## src/rtl/dac_link_pkg.sv

```systemverilog
package dac_link_pkg;

    localparam int FRAME_BITS = 24;

    typedef enum logic [2:0] {
        ST_IDLE,
        ST_FRAME,
        ST_TAIL,
        ST_GAP,
        ST_LOAD,
        ST_GUARD,
        ST_CLEAR
    } seq_state_e;

    typedef struct packed {
        logic                  all_ch;
        logic [FRAME_BITS-1:0] word;
    } dac_cmd_t;

    // nanoseconds to whole clock cycles, rounded up
    function automatic int ns2cyc(input int ns, input int clk_ns);
        return (ns + clk_ns - 1) / clk_ns;
    endfunction

    function automatic int imax(input int a, input int b);
        return (a > b) ? a : b;
    endfunction

endpackage

```

## src/rtl/dac_wait_timer.sv

```systemverilog
module dac_wait_timer #(
    parameter int CW = 8
) (
    input  logic          clk,
    input  logic          rst,
    input  logic          load,
    input  logic [CW-1:0] value,
    output logic          expired
);
    logic [CW-1:0] cnt_q;

    always_ff @(posedge clk) begin
        if (rst) begin
            cnt_q <= '0;
        end else if (load) begin
            cnt_q <= value;
        end else if (cnt_q != '0) begin
            cnt_q <= cnt_q - 1'b1;
        end
    end

    assign expired = (cnt_q == '0);
endmodule

```

## src/rtl/dac_frame_shifter.sv

```systemverilog
module dac_frame_shifter #(
    parameter int W     = 24,
    parameter int CW    = 8,
    parameter int LEAD  = 4,
    parameter int HI    = 4,
    parameter int LO    = 4,
    parameter bit RB_EN = 1'b1
) (
    input  logic         clk,
    input  logic         rst,
    input  logic         start,
    input  logic [W-1:0] word,
    input  logic         release_i,
    input  logic         sdo_i,
    output logic         sclk,
    output logic         sdi,
    output logic         done,
    output logic         rb_valid,
    output logic [W-1:0] rb_word
);
    localparam int BW = $clog2(W + 1);

    logic          active_q;
    logic          sclk_q;
    logic [W-1:0]  sh_q;
    logic [BW-1:0] nfall_q;
    logic [CW-1:0] cnt_q;
    logic          done_q;
    logic          fall_now;
    logic          last_now;

    assign fall_now = active_q && (cnt_q == '0) && sclk_q;
    assign last_now = fall_now && (nfall_q == BW'(W - 1));

    always_ff @(posedge clk) begin
        if (rst) begin
            active_q <= 1'b0;
            sclk_q   <= 1'b1;
            sh_q     <= '0;
            nfall_q  <= '0;
            cnt_q    <= '0;
            done_q   <= 1'b0;
        end else begin
            done_q <= last_now;
            if (start) begin
                active_q <= 1'b1;
                sclk_q   <= 1'b1;
                sh_q     <= word;
                nfall_q  <= '0;
                cnt_q    <= CW'(LEAD - 1);
            end else if (active_q) begin
                if (cnt_q != '0) begin
                    cnt_q <= cnt_q - 1'b1;
                end else if (sclk_q) begin
                    // falling edge: the converter samples here
                    sclk_q  <= 1'b0;
                    nfall_q <= nfall_q + 1'b1;
                    cnt_q   <= CW'(LO - 1);
                    if (last_now) begin
                        active_q <= 1'b0;
                    end
                end else begin
                    // rising edge: next bit goes out
                    sclk_q <= 1'b1;
                    sh_q   <= {sh_q[W-2:0], 1'b0};
                    cnt_q  <= CW'(HI - 1);
                end
            end else if (release_i) begin
                sclk_q <= 1'b1;
            end
        end
    end

    assign sclk = sclk_q;
    assign sdi  = sh_q[W-1];
    assign done = done_q;

    generate
        if (RB_EN) begin : g_rb
            logic [W-1:0] rb_q;
            logic         rbv_q;
            always_ff @(posedge clk) begin
                if (rst) begin
                    rb_q  <= '0;
                    rbv_q <= 1'b0;
                end else begin
                    rbv_q <= last_now;
                    if (fall_now) begin
                        rb_q <= {rb_q[W-2:0], sdo_i};
                    end
                end
            end
            assign rb_valid = rbv_q;
            assign rb_word  = rb_q;
        end else begin : g_no_rb
            assign rb_valid = 1'b0;
            assign rb_word  = '0;
        end
    endgenerate
endmodule

```

## src/rtl/dac_link_ctrl.sv

```systemverilog
module dac_link_ctrl
    import dac_link_pkg::*;
#(
    parameter int CLK_NS           = 4,
    parameter int T_CLK_HIGH_NS    = 13,
    parameter int T_CLK_LOW_NS     = 13,
    parameter int T_CLK_PERIOD_NS  = 33,
    parameter int T_DATA_SETUP_NS  = 2,
    parameter int T_DATA_HOLD_NS   = 5,
    parameter int T_FRM_LEAD_NS    = 13,
    parameter int T_FRM_TAIL_NS    = 13,
    parameter int T_FRM_HIGH_NS    = 90,
    parameter int T_GAP_ALL_NS     = 1700,
    parameter int T_GAP_ONE_NS     = 480,
    parameter int T_LOAD_LOW_NS    = 10,
    parameter int T_CLEAR_LOW_NS   = 10,
    parameter int T_LOAD_GUARD_NS  = 170,
    parameter int T_RB_VALID_NS    = 25,
    parameter bit RB_EN            = 1'b1
) (
    input  logic                  clk,
    input  logic                  rst,
    input  logic                  in_valid,
    output logic                  in_ready,
    input  logic [FRAME_BITS-1:0] in_word,
    input  logic                  in_all,
    input  logic                  clr_req,
    output logic                  ser_clk,
    output logic                  frame_n,
    output logic                  ser_dout,
    input  logic                  ser_din,
    output logic                  load_n,
    output logic                  clear_n,
    output logic                  rb_valid,
    output logic [FRAME_BITS-1:0] rb_word
);
    // ---------------- derived cycle counts ----------------
    localparam int C_HI   = imax(imax(ns2cyc(T_CLK_HIGH_NS, CLK_NS), ns2cyc(T_DATA_SETUP_NS, CLK_NS)),
                                 RB_EN ? ns2cyc(T_RB_VALID_NS, CLK_NS) : 1);
    localparam int C_LO   = imax(imax(ns2cyc(T_CLK_LOW_NS, CLK_NS), ns2cyc(T_DATA_HOLD_NS, CLK_NS)),
                                 ns2cyc(T_CLK_PERIOD_NS, CLK_NS) - C_HI);
    localparam int C_LEAD = imax(ns2cyc(T_FRM_LEAD_NS, CLK_NS), C_HI);
    localparam int C_TAIL = imax(ns2cyc(T_FRM_TAIL_NS, CLK_NS), 2);
    localparam int C_FHI  = imax(ns2cyc(T_FRM_HIGH_NS, CLK_NS), 1);
    localparam int C_GALL = imax(ns2cyc(T_GAP_ALL_NS, CLK_NS), 1);
    localparam int C_GONE = imax(ns2cyc(T_GAP_ONE_NS, CLK_NS), 1);
    localparam int C_LDLO = imax(ns2cyc(T_LOAD_LOW_NS, CLK_NS), 1);
    localparam int C_CLLO = imax(ns2cyc(T_CLEAR_LOW_NS, CLK_NS), 1);
    localparam int C_GRD  = imax(ns2cyc(T_LOAD_GUARD_NS, CLK_NS) - C_LDLO, 1);
    localparam int C_MAXV = imax(imax(imax(C_GALL, C_GONE), imax(C_GRD, C_FHI)),
                                 imax(imax(C_LEAD, C_HI), imax(C_LO, C_TAIL)));
    localparam int CW     = $clog2(C_MAXV + 1);

    // ---------------- state ----------------
    seq_state_e    state_q;
    logic          all_q;
    logic          frame_n_q;
    logic          load_n_q;
    logic          clear_n_q;
    logic          clr_pend_q;

    dac_cmd_t      cmd_in;
    logic          accept;
    logic          frame_rise;
    logic          shift_done;
    logic          ph_load;
    logic [CW-1:0] ph_val;
    logic          ph_zero;
    logic          fh_zero;

    assign cmd_in     = '{all_ch: in_all, word: in_word};
    assign in_ready   = (state_q == ST_IDLE) && fh_zero && !clr_pend_q;
    assign accept     = in_valid && in_ready;
    assign frame_rise = (state_q == ST_TAIL) && ph_zero;

    // phase timer reload for the state being entered
    always_comb begin
        ph_load = 1'b0;
        ph_val  = '0;
        unique case (state_q)
            ST_IDLE: if (clr_pend_q) begin
                ph_load = 1'b1;
                ph_val  = CW'(C_CLLO - 1);
            end
            ST_FRAME: if (shift_done) begin
                ph_load = 1'b1;
                ph_val  = CW'(C_TAIL - 2);
            end
            ST_TAIL: if (ph_zero) begin
                ph_load = 1'b1;
                ph_val  = all_q ? CW'(C_GALL - 1) : CW'(C_GONE - 1);
            end
            ST_GAP: if (ph_zero) begin
                ph_load = 1'b1;
                ph_val  = CW'(C_LDLO - 1);
            end
            ST_LOAD: if (ph_zero) begin
                ph_load = 1'b1;
                ph_val  = CW'(C_GRD - 1);
            end
            default: begin
                ph_load = 1'b0;
                ph_val  = '0;
            end
        endcase
    end

    always_ff @(posedge clk) begin
        if (rst) begin
            state_q    <= ST_IDLE;
            all_q      <= 1'b0;
            frame_n_q  <= 1'b1;
            load_n_q   <= 1'b1;
            clear_n_q  <= 1'b1;
            clr_pend_q <= 1'b0;
        end else begin
            clr_pend_q <= clr_pend_q | clr_req;
            unique case (state_q)
                ST_IDLE: begin
                    if (clr_pend_q) begin
                        clear_n_q  <= 1'b0;
                        clr_pend_q <= clr_req;
                        state_q    <= ST_CLEAR;
                    end else if (accept) begin
                        frame_n_q <= 1'b0;
                        all_q     <= cmd_in.all_ch;
                        state_q   <= ST_FRAME;
                    end
                end
                ST_FRAME: if (shift_done) state_q <= ST_TAIL;
                ST_TAIL: if (ph_zero) begin
                    frame_n_q <= 1'b1;
                    state_q   <= ST_GAP;
                end
                ST_GAP: if (ph_zero) begin
                    load_n_q <= 1'b0;
                    state_q  <= ST_LOAD;
                end
                ST_LOAD: if (ph_zero) begin
                    load_n_q <= 1'b1;
                    state_q  <= ST_GUARD;
                end
                ST_GUARD: if (ph_zero) state_q <= ST_IDLE;
                ST_CLEAR: if (ph_zero) begin
                    clear_n_q <= 1'b1;
                    state_q   <= ST_IDLE;
                end
                default: state_q <= ST_IDLE;
            endcase
        end
    end

    // ---------------- sub-blocks ----------------
    dac_wait_timer #(.CW(CW)) u_phase (
        .clk     (clk),
        .rst     (rst),
        .load    (ph_load),
        .value   (ph_val),
        .expired (ph_zero)
    );

    dac_wait_timer #(.CW(CW)) u_frame_high (
        .clk     (clk),
        .rst     (rst),
        .load    (frame_rise),
        .value   (CW'(C_FHI - 1)),
        .expired (fh_zero)
    );

    dac_frame_shifter #(
        .W     (FRAME_BITS),
        .CW    (CW),
        .LEAD  (C_LEAD),
        .HI    (C_HI),
        .LO    (C_LO),
        .RB_EN (RB_EN)
    ) u_shift (
        .clk       (clk),
        .rst       (rst),
        .start     (accept && !clr_pend_q),
        .word      (cmd_in.word),
        .release_i (frame_rise),
        .sdo_i     (ser_din),
        .sclk      (ser_clk),
        .sdi       (ser_dout),
        .done      (shift_done),
        .rb_valid  (rb_valid),
        .rb_word   (rb_word)
    );

    assign frame_n = frame_n_q;
    assign load_n  = load_n_q;
    assign clear_n = clear_n_q;
endmodule

```

## config.mk

```make
export PLATFORM = sky130hd
export DESIGN_NAME = dac_link_ctrl
export DESIGN_NICKNAME = d
export VERILOG_FILES = /design/src/rtl/dac_link_pkg.sv /design/src/rtl/dac_wait_timer.sv /design/src/rtl/dac_frame_shifter.sv /design/src/rtl/dac_link_ctrl.sv
export SDC_FILE = /design/constraint.sdc
export NUM_CORES = 1
export LEC_CHECK = 0
export ABC_AREA = 1
export CAP_MARGIN = 25
export CORE_ASPECT_RATIO = 1.4
export CORE_MARGIN = 2
export CORE_UTILIZATION = 57
export DETAILED_ROUTE_END_ITERATION = 8
export DONT_BUFFER_PORTS = 1
export PLACE_DENSITY = 0.74
export SLEW_MARGIN = 20
export SYNTH_ARGS = -nofsm -noshare
export SYNTH_HDL_FRONTEND = slang
export SYNTH_SLANG_ARGS = --single-unit
```

## constraint.sdc

```tcl
create_clock -name clk -period 1.6 [get_ports clk]
set_input_delay 0.16 -clock clk [delete_from_list [all_inputs] [get_ports clk]]
set_output_delay 0.16 -clock clk [all_outputs]
set_load 0.03 [all_outputs]
```

### After elaboration in Yosys (flattened, before gate mapping)

Index checks and enable logic that the tools add are counted.

| word-level totals | value |
|---|---|
| logic and storage cells | 129 |
| register bits | 91 |
| output and inout port bits | 31 |

| cells by class | value |
|---|---|
| add/sub/neg operators | 4 |
| bitwise gates (word level) | 3 |
| reductions and logical operators | 35 |
| eq/ne operators | 20 |
| mux-type cells | 50 |

Operator list:

| cell | number |
|---|---|
| 24-bit 2-to-1 mux | 4 |
| 9-bit 2-to-1 mux | 5 |
| 9-bit one-hot mux with 5 select lines | 1 |
| 3-bit 2-to-1 mux | 10 |
| 9-bit zero test | 3 |
| 9-bit nonzero test | 3 |
| 9-bit by 1-bit subtractor with 9-bit output, second input constant | 3 |
| 1-bit 2-to-1 mux | 19 |
| 3-bit one-hot mux with 6 select lines | 1 |
| 2-bit inequality test, second input constant | 8 |
| 3-bit AND reduction | 5 |
| 2-bit nonzero test | 7 |
| 5-bit 2-to-1 mux | 2 |
| 3-bit == test, second input constant | 3 |
| 1-bit logical AND | 8 |
| 2-bit by 1-bit inequality test with 1-bit output, second input constant | 4 |
| 3-bit by 2-bit == test with 1-bit output, second input constant | 2 |
| 2-bit 2-to-1 mux | 3 |
| 6-bit 2-to-1 mux | 1 |
| 1-bit one-hot mux with 2 select lines | 3 |
| 6-bit AND reduction | 1 |
| 2-bit OR reduction | 3 |
| 5-bit by 1-bit adder with 5-bit output, second input constant | 1 |
| 5-bit == test, second input constant | 1 |
| 10 further kinds | 11 |

### Logic depth before layout (Yosys ltp)

| logic depth | value |
|---|---|
| depth in word-level cells | 9 |
| mapped depth | 11 |

### Hierarchy

From an unflattened synthesis, not the netlist that was laid out.

| second synthesis, totals | value |
|---|---|
| cell total of the unflattened synthesis | 641 |
| area total of the unflattened synthesis | 4529.3 µm² |

Modules (own cells, without submodules):

| module | area an instance (µm²) | cells each | instances |
|---|---|---|---|
| dac_frame_shifter | 2834.0 | 376 | 1 |
| dac_wait_timer | 576.8 | 87 | 2 |
| dac_link_ctrl | 541.8 | 91 | 1 |

### Worst setup path after synthesis

Ideal clock, no wire load.

| timing path | value |
|---|---|
| path type | register -> register |
| from | reg u_frame_high.cnt_q[0] |
| to | reg u_shift.sh_q[23] |
| slack | -0.157 ns |
| setup time | 0.065 ns |
| arrival time | 1.692 ns |
| buffers on the path | 0 |
| period minus slack after synthesis | 1.757 ns |
| cell stages (with the launch flop) | 11 |
| cell sequence | dfxtp_1 > inv_1 > ha_1 > nand2_1 > nor2_1 > nand2_1 > nor2_1 > nand3_1 > nand2_1 > nor2_1 > nor2_1 |

| between the ends | value |
|---|---|
| cells in the longest elaborated chain, start to end | 7 |

RTL lines:

| item | RTL line | RTL |
|---|---|---|
| from (decl) | dac_wait_timer.sv:10 | `logic [CW-1:0] cnt_q;` |
| from (signal assigned) | dac_wait_timer.sv:16 | `cnt_q <= value;` |
| from (signal assigned) | dac_wait_timer.sv:18 | `cnt_q <= cnt_q - 1'b1;` |
| 9-bit zero test (*) | dac_wait_timer.sv:22 | `assign expired = (cnt_q == '0);` |
| 1-bit logical AND (*) (2 in series) | dac_link_ctrl.sv:72 | `assign in_ready = (state_q == ST_IDLE) && fh_zero && !clr_pend_q;` |
| via in_ready | dac_link_ctrl.sv:24 | `output logic in_ready,` |
| 1-bit logical AND (*) | dac_link_ctrl.sv:73 | `assign accept = in_valid && in_ready;` |
| 1-bit logical AND (*) | dac_link_ctrl.sv:180 | `.start (accept && !clr_pend_q),` |
| 2-bit by 1-bit inequality test with 1-bit output (no line) or 2-bit nonzero test (tied branches) | -- |  |
| 3-bit AND reduction (no line) | -- |  |
| to (signal assigned) | dac_frame_shifter.sv:48 | `sh_q <= word;` |
| to (signal assigned) | dac_frame_shifter.sv:65 | `sh_q <= {sh_q[W-2:0], 1'b0};` |
| to (decl) | dac_frame_shifter.sv:25 | `logic [W-1:0] sh_q;` |

Mark *: on every way through the listed nets, which the timed path passes. The rest lies on a longest branch.
A chain may end at the register's enable or synchronous reset.

### Final worst setup path

| timing path | value |
|---|---|
| from | reg u_frame_high.cnt_q[0] |
| to | out in_ready |

| between the ends | value |
|---|---|
| cells in the longest elaborated chain, start to end | 3 |

RTL lines:

| item | RTL line |
|---|---|
| 9-bit zero test | dac_wait_timer.sv:22 |
| 1-bit logical AND (2 in series) | dac_link_ctrl.sv:72 |
| to (decl) | dac_link_ctrl.sv:24 |

No other way between the ends.

==> metrics.md <==
| Metric | Value |
|---|---|
| MaxCap Viol Count | `0` |
| GRT Max-Usage Layer | `met2` |
| Max VDD drop | `0.0007877 V` |
| Critical path, cell by cell | `inv_2 > ha_4 > nand2_1 > nor2_2 > nand2_2 > nor2_4 > buf_6` |
| Post-synth cell types | `30` |
| Failing checks | `negative setup slack` |
| Final Wtd Congestion | `0.9111` |
| DR iter-0 viols | `198` |
| Total die area | `8470 sq um` |
| Critical Path Max Stage Delay | `0.33 ns` |
| Initial antenna violation count | `0` |
| Final Hold Fails | `0` |
| Total GRT Usage | `0.2311` |
| DRC Markers | `0` |
| Met1 Usage GRT | `0.2483` |
| Critical Path Fanout Max | `3` |
| Syn Inst Count | `644` |
| CP Class | `register to output pin` |
| First-pass GRT wire length | `15.87 mm` |
| Commonest non-fill, non-tap cells in the layout | `nand2_1 (187), dfxtp_1 (88), nor2_1 (70)` |
| Netlist Area Pre-Place | `4412 sq um` |
| Slack of the critical path | `-0.01902 ns` |
| Vias after detailed routing | `4133` |
| Antenna Cells | `0` |
| Root Buffer | `clkbuf_8` |
| DRT Pass-1 Iters | `4` |
| Worst slew margin | `0.7220` |
| Max-slew violations | `0` |
| Max clock buf depth | `2` |
| Fin nets | `714` |
| Critical path arrival | `1.46 ns` |
| Largest net degree at the start of global routing | `59` |
| Total clock buffers created by CTS | `9` |
| Status | `finished, violations left` |
| Final WL | `10.38 mm` |
| Total chip power | `8.945 mW` |
| Share of layout cells above drive strength 1 | `0.2035` |
| Clk_skew | `0.01684 ns` |
| Commonest non-fill, non-tap cell in the layout | `nand2_1` |
| Syn nets | `679` |
| Post-Layout Inst Area | `5325 sq um` |
| Register area share after synthesis | `0.4129` |
| Synthesis-to-finish area growth | `20.70%` |
| RSZ-0062 raised after global routing | `yes` |
| CTS tree | `yes` |
| CP Capture Type | `output pin` |
| Crit-path leading delay family | `simple AND/OR/NAND/NOR gates` |
| Initial Util | `0.5799` |
| Die width | `78.36 microns` |
| Clk slew on worst S/H paths | `0.09 ns` |
| Core area | `7607 sq um` |
| Final setup fails | `3` |
| Post-route ant nets | `0` |
| H-Tree Depth | `3` |
| CP Launch Type | `register` |
| WL/cell | `13.26 microns` |
| Via-to-Cell Ratio | `5.278` |
| Worst EP required | `1.44 ns` |
| Count of input and output buffers | `0` |
| Row count | `38` |
| LEAKAGE | `2.190 nW` |
| CP max-delay cell | `dfxtp_2` |
| Ports | `61` |
| Final worst path period need | `1.619 ns` |
| Vias in the first global route | `3790` |
| Congestion Overflow GR | `0` |
| Post-synthesis sequential element count | `91` |
| Fmax | `0.6177 GHz` |
| Clock latency on the worst-skew pair | `0.37 ns` |
| Fin crit share | `1.012` |
| Place WS | `-0.08864 ns` |
| M2 GR Usage | `0.4347` |
| Critical path buffers and inverters | `2` |
| Dpl hpwl | `6.827 mm` |
| Warning count from the yosys run | `0` |
| Worst Tran Pin Value | `0.4164 ns` |
| Hold Crit Class | `input port to register` |
| Placed Instance Area | `4661 sq um` |
| Pwr/cell area | `1680 nW/um^2` |
| Global Route met3 Usage | `0.03589` |
| Die Height | `108.1 microns` |
| Mapped Avg Cell Area | `6.851 sq um` |
| Clock sinks | `91` |
## synth_stat cells, drive strengths merged
master,count,share of area
inv,68,0.058
o21bai,3,0.0051
or2,2,0.0028
nor3,6,0.0068
nand4,27,0.038
nor2,82,0.081
nand2,201,0.17
nand3b,2,0.0034
clkbuf,13,0.011
xnor2,4,0.0079
buf,14,0.023
o31ai,1,0.0017
o21ai,11,0.012
a31oi,3,0.0043
nand3,56,0.071
a21oi,44,0.050
xor2,11,0.022
ha,5,0.014
dfxtp,91,0.41
## report_power, final
part	leakage (nW)	internal (mW)	total (mW)	switching, mW
combinational	1.36	1.85	4.53	2.68
clock	0.0852	0.606	1.44	0.834
sequential	0.740	2.65	2.98	0.327
## path summary, 6_finish.rpt
| path | startpoint | endpoint | slack, ns | depth (start not counted) |
|---|---|---|---|---|
| max | u_frame_high.cnt_q[0] | in_ready | -0.02 | 7 |
| min | in_word[0] | u_shift.sh_q[0] | 0.04 | 4 |
| max reg2reg | u_frame_high.cnt_q[0] | u_shift.sh_q[22] | -0.01 | 11 |
| min reg2reg | u_shift.cnt_q[8] | u_shift.cnt_q[8] | 0.44 | 2 |
## layout make-up
| type | instances | area, sq um |
|---|---|---|
| multi-input combinational | 458 | 2430 |
| fill | 645 | 2282 |
| sequential | 91 | 1826 |
| timing repair buffer | 51 | 506.7 |
| inverter | 68 | 262.8 |
| clock buffer | 10 | 137.6 |
| tap | 100 | 125.1 |
| clock inverter | 5 | 37.54 |
## logic make-up after synthesis
logic type               Yosys count  share of synthesized area
AO/OA/AOI/OAI                     62                    0.07345
XOR/XNOR                          15                    0.02978
adder cells (fa/ha/maj)            5                    0.01418
buffers and inverters             95                    0.09217
flip-flops                        91                     0.4129
AND/OR/NAND/NOR                  376                     0.3775
## through the flow
step	hold slack [ns]	util	std cells	setup TNS, ns
after CTS	0.04369	0.6512	771	-0.06758
after detailed placement	0.2352	0.6127	750	-1.240
after global routing	0.04420	0.7000	783	-1.952
after floorplan	0.2774	-	644	0
final	0.03737	0.7000	783	-0.03142
after global placement	0.2344	0.6127	750	-0.04286
## layer usage
layer / wire length [microns] / share of wire
met5: 0 / 0
met4: 291 / 0.028
met3: 386 / 0.037
met2: 5336 / 0.51
met1: 4368 / 0.42
## timing repair
item                       in CTS  in global routing
resized for setup              14                 60
hold endpoints to repair       59                  0
buffers inserted                2                  8
gates cloned                    0                  4
pin swaps                       3                 34
hold buffers                    4                  0
setup endpoints to repair      29                 72
## sequential cells by signal, summed over array words and instances (netlist names)
name	flops
all_q	1
clear_n	1
clr_pend_q	1
frame_n	1
load_n	1
state_q	3
u_frame_high.cnt_q	9
u_phase.cnt_q	9
u_shift.active_q	1
u_shift.cnt_q	9
u_shift.nfall_q	5
u_shift.rb_valid	1
u_shift.rb_word	24
u_shift.sclk	1
u_shift.sh_q	24
## worst min-delay path, delay by kind of cell
family | cells | cell delay, ns
buffers and inverters | 1 | 0.03
and+or+nand+nor | 2 | 0.12
AOI/OAI and AO/OA | 1 | 0.05
(Power assumes the default switching activity.)
